<file path="config.mk">
export PLATFORM = sky130hd
export DESIGN_NAME = tamper_supervisor
export DESIGN_NICKNAME = d
export VERILOG_FILES = /design/src/rtl/tamper_sup_pkg.sv /design/src/rtl/ts_sync.sv /design/src/rtl/ts_deglitch.sv /design/src/rtl/ts_arm.sv /design/src/rtl/tamper_supervisor.sv
export SDC_FILE = /design/constraint.sdc
export NUM_CORES = 1
export LEC_CHECK = 0
export BUFFER_PORTS_ARGS = -buffer_cell sky130_fd_sc_hd__buf_2
export CORE_ASPECT_RATIO = 0.6
export CORE_MARGIN = 2
export CORE_UTILIZATION = 56
export DETAILED_ROUTE_END_ITERATION = 8
export PLACE_DENSITY = 0.76
export RECOVER_POWER = 25
export SYNTH_ARGS = -nofsm -noshare
export SYNTH_HDL_FRONTEND = slang
export SYNTH_SLANG_ARGS = --single-unit
export TNS_END_PERCENT = 20
</file>
<file path="constraint.sdc">
create_clock -name clk -period 2.1 [get_ports clk]
set_clock_uncertainty 0.2 [all_clocks]
set_input_delay 0.42 -clock clk [delete_from_list [all_inputs] [get_ports clk]]
set_output_delay 0.42 -clock clk [all_outputs]
set_load 0.01 [all_outputs]
</file>
<file path="src/rtl/tamper_sup_pkg.sv">
package tamper_sup_pkg;

  // strap codes
  localparam logic [1:0] VAR_KEEP  = 2'd0;
  localparam logic [1:0] VAR_FLOAT = 2'd1;
  localparam logic [1:0] VAR_SINK  = 2'd2;

  // resting levels of the four tamper lines: bits 0,2 high, bits 1,3 low
  localparam logic [3:0] TP_REST = 4'b0101;

  typedef enum logic [1:0] {
    OM_ON  = 2'd0,
    OM_HIZ = 2'd1,
    OM_GND = 2'd2
  } om_t;

  typedef enum logic [1:0] {
    ARM_IDLE = 2'd0,
    ARM_WAIT = 2'd1,
    ARM_LIVE = 2'd2
  } arm_state_t;

  // output-supply command used while an alarm is active
  function automatic om_t alarm_mode(input logic [1:0] strap);
    case (strap)
      VAR_KEEP:  alarm_mode = OM_ON;
      VAR_FLOAT: alarm_mode = OM_HIZ;
      default:   alarm_mode = OM_GND;
    endcase
  endfunction

  // any line away from its resting level, or either supply flag set
  function automatic logic any_tamper(input logic [3:0] lvl, input logic ov,
                                      input logic uv);
    any_tamper = (|(lvl ^ TP_REST)) | ov | uv;
  endfunction

  // indicator level: forced high during an alarm unless strap keeps normal mode
  function automatic logic sw_level(input logic alarm, input logic [1:0] strap,
                                    input logic on_bat);
    sw_level = (alarm && strap != VAR_KEEP) ? 1'b1 : on_bat;
  endfunction

endpackage

</file>
<file path="src/rtl/ts_sync.sv">
module ts_sync #(
  parameter int          W       = 1,
  parameter logic [W-1:0] RST_VAL = '0
) (
  input  logic         clk,
  input  logic         rst_n,
  input  logic [W-1:0] d,
  output logic [W-1:0] q
);
  logic [W-1:0] stage1;
  logic [W-1:0] stage2;

  always_ff @(posedge clk or negedge rst_n) begin
    if (!rst_n) begin
      stage1 <= RST_VAL;
      stage2 <= RST_VAL;
    end else begin
      stage1 <= d;
      stage2 <= stage1;
    end
  end

  assign q = stage2;
endmodule

</file>
<file path="src/rtl/ts_deglitch.sv">
module ts_deglitch #(
  parameter int           W       = 4,
  parameter int           HOLD    = 4,
  parameter logic [W-1:0] RST_VAL = '0
) (
  input  logic         clk,
  input  logic         rst_n,
  input  logic [W-1:0] d,
  output logic [W-1:0] q
);
  localparam int CW = (HOLD < 2) ? 1 : $clog2(HOLD + 1);
  localparam logic [CW-1:0] LAST = CW'(HOLD - 1);

  for (genvar i = 0; i < W; i++) begin : g_line
    logic          level;
    logic [CW-1:0] run;

    always_ff @(posedge clk or negedge rst_n) begin
      if (!rst_n) begin
        level <= RST_VAL[i];
        run   <= '0;
      end else if (d[i] == level) begin
        run <= '0;
      end else if (run == LAST) begin
        level <= d[i];
        run   <= '0;
      end else begin
        run <= run + 1'b1;
      end
    end

    assign q[i] = level;
  end
endmodule

</file>
<file path="src/rtl/ts_arm.sv">
module ts_arm
  import tamper_sup_pkg::*;
#(
  parameter int RECOVERY = 64
) (
  input  logic clk,
  input  logic rst_n,
  input  logic pg,
  input  logic bat,
  output logic armed
);
  localparam int CW = (RECOVERY < 2) ? 1 : $clog2(RECOVERY + 1);
  localparam logic [CW-1:0] LAST = CW'(RECOVERY - 1);

  arm_state_t    state;
  logic [CW-1:0] cnt;

  always_ff @(posedge clk or negedge rst_n) begin
    if (!rst_n) begin
      state <= ARM_IDLE;
      cnt   <= '0;
    end else begin
      case (state)
        ARM_IDLE: begin
          cnt <= '0;
          if (pg) state <= ARM_WAIT;
        end
        ARM_WAIT: begin
          if (!pg) begin
            state <= ARM_IDLE;
            cnt   <= '0;
          end else if (cnt == LAST) begin
            state <= ARM_LIVE;
            cnt   <= '0;
          end else begin
            cnt <= cnt + 1'b1;
          end
        end
        ARM_LIVE: begin
          if (!pg && !bat) state <= ARM_IDLE;
        end
        default: state <= ARM_IDLE;
      endcase
    end
  end

  assign armed = (state == ARM_LIVE);
endmodule

</file>
<file path="src/rtl/tamper_supervisor.sv">
module tamper_supervisor
  import tamper_sup_pkg::*;
#(
  parameter int HOLD_CYCLES     = 4,
  parameter int RECOVERY_CYCLES = 64
) (
  input  logic       clk,
  input  logic       rst_n,
  input  logic [3:0] tamper_in,
  input  logic       ov_flag,
  input  logic       uv_flag,
  input  logic       pwr_good,
  input  logic       bat_present,
  input  logic       bat_sel,
  input  logic [1:0] variant,
  output logic       alarm_n,
  output logic [1:0] out_mode,
  output logic       sw_ind
);
  localparam int CTRL_W = 7;

  logic [3:0]        tp_s;
  logic [3:0]        tp_flt;
  logic [CTRL_W-1:0] ctrl_s;
  logic              ov_s, uv_s, pg_s, bat_s, bat_sel_s;
  logic [1:0]        var_s;
  logic              armed_w;
  logic              alarm_req;

  ts_sync #(.W(4), .RST_VAL(TP_REST)) u_tp_sync (
    .clk(clk), .rst_n(rst_n), .d(tamper_in), .q(tp_s)
  );

  ts_sync #(.W(CTRL_W), .RST_VAL('0)) u_ctrl_sync (
    .clk(clk), .rst_n(rst_n),
    .d({ov_flag, uv_flag, pwr_good, bat_present, bat_sel, variant}),
    .q(ctrl_s)
  );

  assign {ov_s, uv_s, pg_s, bat_s, bat_sel_s, var_s} = ctrl_s;

  ts_deglitch #(.W(4), .HOLD(HOLD_CYCLES), .RST_VAL(TP_REST)) u_filter (
    .clk(clk), .rst_n(rst_n), .d(tp_s), .q(tp_flt)
  );

  ts_arm #(.RECOVERY(RECOVERY_CYCLES)) u_arm (
    .clk(clk), .rst_n(rst_n), .pg(pg_s), .bat(bat_s), .armed(armed_w)
  );

  assign alarm_req = armed_w & any_tamper(tp_flt, ov_s, uv_s);

  om_t  mode_q;
  logic alarm_q;
  logic sw_q;

  always_ff @(posedge clk or negedge rst_n) begin
    if (!rst_n) begin
      alarm_q <= 1'b1;
      mode_q  <= OM_ON;
      sw_q    <= 1'b0;
    end else begin
      alarm_q <= ~alarm_req;
      mode_q  <= alarm_req ? alarm_mode(var_s) : OM_ON;
      sw_q    <= sw_level(alarm_req, var_s, bat_sel_s);
    end
  end

  assign alarm_n  = alarm_q;
  assign out_mode = mode_q;
  assign sw_ind   = sw_q;
endmodule

</file>
==> results of run 1 <==
==> synthesized netlist by cell type, drive strengths merged <==
cell | count | area (um2)
a211oi | 1 | 7.51
a21o | 1 | 8.76
a21oi | 1 | 5.00
a31oi | 2 | 12.5
and3 | 2 | 13.8
and3b | 1 | 8.76
clkbuf | 1 | 3.75
dfrtp | 44 | 1100
dfstp | 7 | 184
ha | 5 | 62.6
inv | 2 | 7.51
mux2 | 4 | 45.0
mux2i | 1 | 10.0
nand2 | 7 | 26.3
nand3 | 4 | 20.0
nor2 | 2 | 7.51
nor2b | 6 | 37.5
nor3 | 4 | 20.0
nor3b | 9 | 67.6
nor4b | 1 | 8.76
o21a | 1 | 7.51
o21ai | 7 | 35.0
o21bai | 1 | 7.51
o311a | 1 | 10.0
o311ai | 1 | 8.76
o31ai | 1 | 7.51
or2 | 3 | 18.8
or4 | 1 | 7.51
or4b | 1 | 10.0
xnor2 | 4 | 35.0
==> stage by stage <==
step,instances,setup slack [ns],cell area (um2)
after floorplan,126,0.540,1810
after global placement,184,0.450,1940
after detailed placement,184,0.294,1940
after CTS,192,0.273,2020
after global routing,192,0.0633,2020
final,192,0.252,2020
==> worst max path at each step <==
| stage | slack, ns | endpoint | start | cells after the start |
|---|---|---|---|---|
| floorplan | 0.54 | u_arm.state[0]$_DFFE_PN0P_ | u_arm.cnt[0]$_DFFE_PN0P_ | 4 |
| global placement | 0.45 | u_arm.cnt[0]$_DFFE_PN0P_ | u_arm.cnt[0]$_DFFE_PN0P_ | 4 |
| detailed placement | 0.29 | u_arm.cnt[3]$_DFFE_PN0P_ | u_arm.cnt[0]$_DFFE_PN0P_ | 4 |
| CTS | 0.27 | u_arm.cnt[0]$_DFFE_PN0P_ | u_arm.cnt[0]$_DFFE_PN0P_ | 4 |
| global route | 0.06 | u_arm.cnt[0]$_DFFE_PN0P_ | u_arm.cnt[0]$_DFFE_PN0P_ | 4 |
| finish | 0.25 | u_arm.cnt[0]$_DFFE_PN0P_ | u_arm.cnt[0]$_DFFE_PN0P_ | 4 |
==> cell type report <==
class                      instances  area [um2]
clock inverter                     1        5.00
multi-input combinational         72         509
clock buffer                       7        76.3
sequential                        51        1280
fill                             224         945
timing repair buffer              17        85.1
tap                               42        52.6
inverter                           2        7.51
==> flip-flops by register name, summed over array words and instances (netlist names) <==
| register | count |
|---|---|
| sw_ind | 1 |
| u_filter.g_line.run | 12 |
| u_arm.state | 2 |
| out_mode | 2 |
| alarm_n | 1 |
| u_filter.g_line.level | 4 |
| u_arm.cnt | 7 |
| u_ctrl_sync.stage1 | 7 |
| u_ctrl_sync.q | 7 |
| u_tp_sync.q | 4 |
| u_tp_sync.stage1 | 4 |
==> worst max-delay path, cell delays in order (launching register included) <==
cell and delay, ns:
dfrtp_1 0.40, ha_1 0.25, nand2_1 0.09, o311ai_0 0.58
o21ai_0 0.19
==> layer usage <==
metal,share of wire (%),vias up
li1,-,484
met1,50,469
met2,42,40
met3,6.3,13
met4,2.3,0
met5,0,-
==> logic make-up (layout without fill, tap and decap cells) <==
kind of cell	Yosys count	in the layout	share of synthesized area, %
flops	51	51	71.2
simple gates	41	41	13.7
compound gates	17	17	6.10
fa+ha+maj	5	5	3.47
mux	5	5	3.05
xor+xnor	4	4	1.94
buf+inv	3	27	0.624
==> power breakdown <==
| part | leakage (uW) | internal [uW] | total [uW] | switching (uW) |
|---|---|---|---|---|
| combinational | 0.000262 | 154 | 286 | 133 |
| sequential | 0.000628 | 1120 | 1210 | 80.7 |
| clock | 0.0000422 | 234 | 517 | 283 |
==> run metrics, run 1 <==
commonest non-fill, non-tap cell in the layout dfrtp_1; commonest non-fill, non-tap cells in the layout 44 x dfrtp_1, 16 x buf_2, 9 x nor3b_1, 7 x nand2_1, 7 x dfstp_2; register-to-register setup slack 0.25 ns; RSZ-0062 raised after global routing no; fin util 68.1%; Pwr Density 994 mW/mm2; syn_nets 144; fmax 541 MHz; Final Cycle Share 88.0%; Initial Util 60.9%; NumNets Final 167; clk buf depth 2; first-pass GRT wire length 4400 um; Post-CTS Hold Fix Bufs 0; WP data arrival 1.80 ns; max-cap violations 0; Ports 17; Core Box Area 0.00297 mm2; DR pass1 iterations 4; Hold Path Class in2reg; post-detailed-route DRC marker count 0; total track usage 16.4%; initial antenna violation count 0; status completed; Avg Cell Area, Syn 14.3 um2; met2 usage 23.3%; Worst R2R End u_arm.cnt[0]$_DFFE_PN0P_; Total Routed Length 2600 um; grt met1 use 23.3%; Cells after Synth 126; vias in the first global route 971; RD Place Congestion 0.915; Leak Pwr 0.000932 uW; Die Y 48.0 um; Via density 5.24; number of setup violations in the final report 0; max-slew violations 0; CTS Buf Count 5; Max FO, Critical Path 5; required time worst endpoint 2.05 ns; busiest grt layer met1; Power Total 2010 uW; Max-slew headroom 22.7%; routed len/inst 13.5 um; CTS tree built; PostCTS Resize Cnt 0; Yosys cell types 32; Startpoint Class register; Iter 0 DRT Violations 62; final hold slack 0.0157 ns; GRT overflow 0; via count 1006; hold path cells 1; Site Rows 15; Final Hold Fails 0; final setup TNS 0 ns; Ant. Diodes 0; sequential share of the synthesized area 71.2%; peak supply drop 538 uV; area added between synthesis and finish 11.9%; IO Port Bufs 16; Warnings, synthesis 0; postcts setup bufs 0; grt met3 use 5.09%; hold path start tamper_in[2]; worst slew pin tran 1.16 ns; crit path kind reg2reg; DP HPWL 1860 um; CTS sink cnt 51; reg2reg path depth 4; Clock Latency Late Sink 0.29 ns; Root Buffer clkbuf_8; Setup crit end kind register; largest net degree at the start of global routing 52; reg-to-reg startpoint u_arm.cnt[0]$_DFFE_PN0P_; share of layout cells above drive strength 1 26.0%; synthesized cell area 0.00181 mm2; Tmin final 1.85 ns; Die ar. 0.00371 mm2; clk slew on worst S/H paths 0.08 ns; Die Wd 77.3 um; H-tree Lvls 2; Post-DRT Antenna Nets 0; number of synthesized register bits 51; Hold Path End u_tp_sync.stage1[2]$_DFF_PN1_
Power figures use the tool's default switching activity.
==> run 2, diff against run 1 <==
CORE_UTILIZATION = 57   (was 56)
PLACE_DENSITY = 0.77   (was 0.76)
SYNTH_HIERARCHICAL = 1   (was default)
==> run metrics, run 2 <==
Cell Count, Final, Fillers Out 202 (was 192); Iter 0 DRT Violations 63 (was 62); Warnings, synthesis 6 (was 0); clk buf depth 2 (unchanged); Leak Pwr 0.000970 uW (was 0.000932 uW); met2 usage 26.3% (was 23.3%); synthesized cell area 0.00189 mm2 (was 0.00181 mm2); Final Hold Fails 0 (unchanged); clk slew on worst S/H paths 0.09 ns (was 0.08 ns); share of layout cells above drive strength 1 26.1% (was 26.0%); CTS tree built (unchanged); number of synthesized register bits 51 (unchanged); GRT overflow 0 (unchanged); total track usage 16.6% (was 16.4%); Hold Path Class in2reg (unchanged); final setup TNS 0 ns (unchanged); WP data arrival 1.62 ns (was 1.80 ns); number of setup violations in the final report 0 (unchanged); IO Port Bufs 16 (unchanged); NumNets Final 174 (was 167); synth cell count leaders 44 x dfrtp_1, 8 x nand2_1, 7 x dfstp_2, 7 x nor3b_1 (was 44 x dfrtp_1, 9 x nor3b_1, 7 x dfstp_2, 7 x nand2_1); PostCTS Resize Cnt 0 (unchanged); vias in the first global route 1037 (was 971); H-tree Lvls 2 (unchanged); max-slew violations 0 (unchanged); post-detailed-route DRC marker count 0 (unchanged); routed len/inst 13.5 um (about the same); final hold slack 0.0124 ns (was 0.0157 ns); ys async rst share 100% (unchanged); Register Area 0.00128 mm2 (unchanged); Yosys top cell by area dfrtp_1 (unchanged); required time worst endpoint 2.13 ns (was 2.05 ns); Ant. Diodes 0 (unchanged); Ports 17 (unchanged); status completed (unchanged); Tmin final 1.58 ns (was 1.85 ns); Die ar. 0.00380 mm2 (was 0.00371 mm2); grt met3 use 5.04% (was 5.09%); peak supply drop 632 uV (was 538 uV); Pwr Density 1010 mW/mm2 (was 994 mW/mm2); first-pass GRT wire length 4690 um (was 4400 um); largest net degree at the start of global routing 32 (was 52); sequential share of the synthesized area 68.1% (was 71.2%); CTS sink cnt 51 (unchanged); commonest non-fill, non-tap cell in the layout dfrtp_1 (unchanged); Post-DRT Antenna Nets 0 (unchanged); Synth top area share 58.4% (was 61.0%); most frequent cell after synthesis dfrtp_1 (unchanged); most area-consuming cells after synthesis dfrtp_1 58%, dfstp_2 9.8%, ha_1 3.3% (was dfrtp_1 61%, dfstp_2 10%, nor3b_1 3.7%); Clock Latency Late Sink 0.30 ns (was 0.29 ns); critical path buffer and inverter count 0 (unchanged); CTS Buf Count 5 (unchanged); syn_nets 149 (was 144); busiest grt layer met2 (was met1); Total Routed Length 2740 um (was 2600 um); Via density 5.06 (was 5.24); area added between synthesis and finish 14.7% (was 11.9%); Fillers 226 (was 224); dpl cells 188 (was 184); initial antenna violation count 0 (unchanged); CP max stage delay 0.42 ns (was 0.58 ns); Setup crit end kind register (unchanged); Most flops, register u_filter/g_line.run (was u_filter.g_line.run); CP Cell Sequence ha_1 > and4_1 > a32o_1 > nor2_1 (was ha_1 > nand2_1 > o311ai_0 > o21ai_0); Max FO, Critical Path 4 (was 5); worst slew pin tran 0.467 ns (was 1.16 ns); Slowest cell on crit path dfrtp_1 (was o311ai_0); Main synth FF type dfrtp_1 (unchanged); Yosys cell types 33 (was 32); Site Rows 16 (was 15); fmax 632 MHz (was 541 MHz); Cells after Synth 131 (was 126); DP HPWL 1920 um (was 1860 um); crit path kind reg2reg (unchanged); Final Cycle Share 75.4% (was 88.0%); RD Place Congestion 0.848 (was 0.915); max-cap violations 0 (unchanged); Max-slew headroom 68.8% (was 22.7%); Die Wd 78.3 um (was 77.3 um); Core Box Area 0.00320 mm2 (was 0.00297 mm2); Root Buffer clkbuf_8 (unchanged); Startpoint Class register (unchanged); postcts setup bufs 0 (unchanged); commonest non-fill, non-tap cells in the layout 44 x dfrtp_1, 16 x buf_2, 8 x nand2_1, 7 x dfstp_2, 7 x nor3b_1 (was 44 x dfrtp_1, 16 x buf_2, 9 x nor3b_1, 7 x nand2_1, 7 x dfstp_2); Die Y 48.6 um (was 48.0 um); via count 1023 (was 1006); DR pass1 iterations 4 (unchanged); Post-synth EDFFs 0 (unchanged); Avg Cell Area, Syn 14.4 um2 (was 14.3 um2); grt met1 use 21.1% (was 23.3%); Initial Util 58.9% (was 60.9%); max reg flops 12 (unchanged); RSZ-0062 raised after global routing no (unchanged); crit-path leading delay family flip-flops (was compound AO/OA/AOI/OAI gates); area of the multi-input gates 543 um2 (was 509 um2)
run 2: cell count changes after synthesis, moves of 3 or more:
| cell | before | now |
|---|---|---|
| buf_4 | 0 | 4 |
| nor2b_1 | 6 | 2 |
| o21ai_0 | 6 | 1 |
| or2_2 | 3 | 0 |
| nor2b_4 | 0 | 4 |
| o21ai_1 | 1 | 5 |
| nor2_1 | 2 | 6 |
run 2: final cells by class:
cell class / instances / area share [%]
Sequential cell: 51 / 59.4
Inverter: 2 / 0.347
Timing Repair Buffer: 23 / 7.41
Clock buffer: 6 / 3.36
Multi-Input combinational cell: 73 / 25.1
Tap cell: 45 / 2.60
Clock inverter: 2 / 1.74
run 2: metal layers:
layer	vias up	routed length, um
met5	-	0
met4	0	58
met3	9	92
met2	18	1310
met1	496	1270
li1	500	-
run 2: what timing repair did:
| item | CTS | global route |
|---|---|---|
| hold endpoints to repair | 15 | 4 |
| setup endpoints to repair | 0 | 0 |
| hold buffers | 2 | 4 |
run 2: kinds of logic after synthesis:
family | synth area share [%]
xor gates and xnor gates | 2.32
and+or+nand+nor | 14.1
buffers and inverters | 2.26
AOI/OAI and AO/OA | 6.37
muxes | 3.45
DFF | 68.1
adders and majority gates | 3.32
run 2: metrics by stage:
stage	power [uW]	setup WS (ns)	util (%)	cell area, um2
CTS	2210	0.519	66.7	2140
detailed placement	1550	0.523	62.7	2010
finish	2180	0.517	67.5	2160
global placement	1500	0.594	62.7	2010
floorplan	1490	0.645	-	1890
global route	2300	0.405	67.5	2160
run 2: final timing paths:
path	slack [ns]	end	from	cells past startpoint
setup / recovery	0.52	u_arm/cnt[3]$_DFFE_PN0P_	u_arm/cnt[0]$_DFFE_PN0P_	4
hold / removal	0.01	u_ctrl_sync/stage1[6]$_DFF_PN0_	ov_flag	1
setup reg to reg	0.52	u_arm/cnt[3]$_DFFE_PN0P_	u_arm/cnt[0]$_DFFE_PN0P_	4
hold reg to reg	0.15	u_ctrl_sync/q[4]$_DFF_PN0_	u_ctrl_sync/stage1[4]$_DFF_PN0_	0
max in group asynchronous	0.72	alarm_n$_DFF_PN1_	rst_n	3
min in group asynchronous	0.39	u_filter/g_line[0].run[1]$_DFF_PN0_	rst_n	2
run 2: power breakdown:
part / leakage [uW] / switching, uW / internal [uW]
clock network: 0.0000514 / 310 / 355
registers: 0.000629 / 81.0 / 1130
logic: 0.000290 / 136 / 177
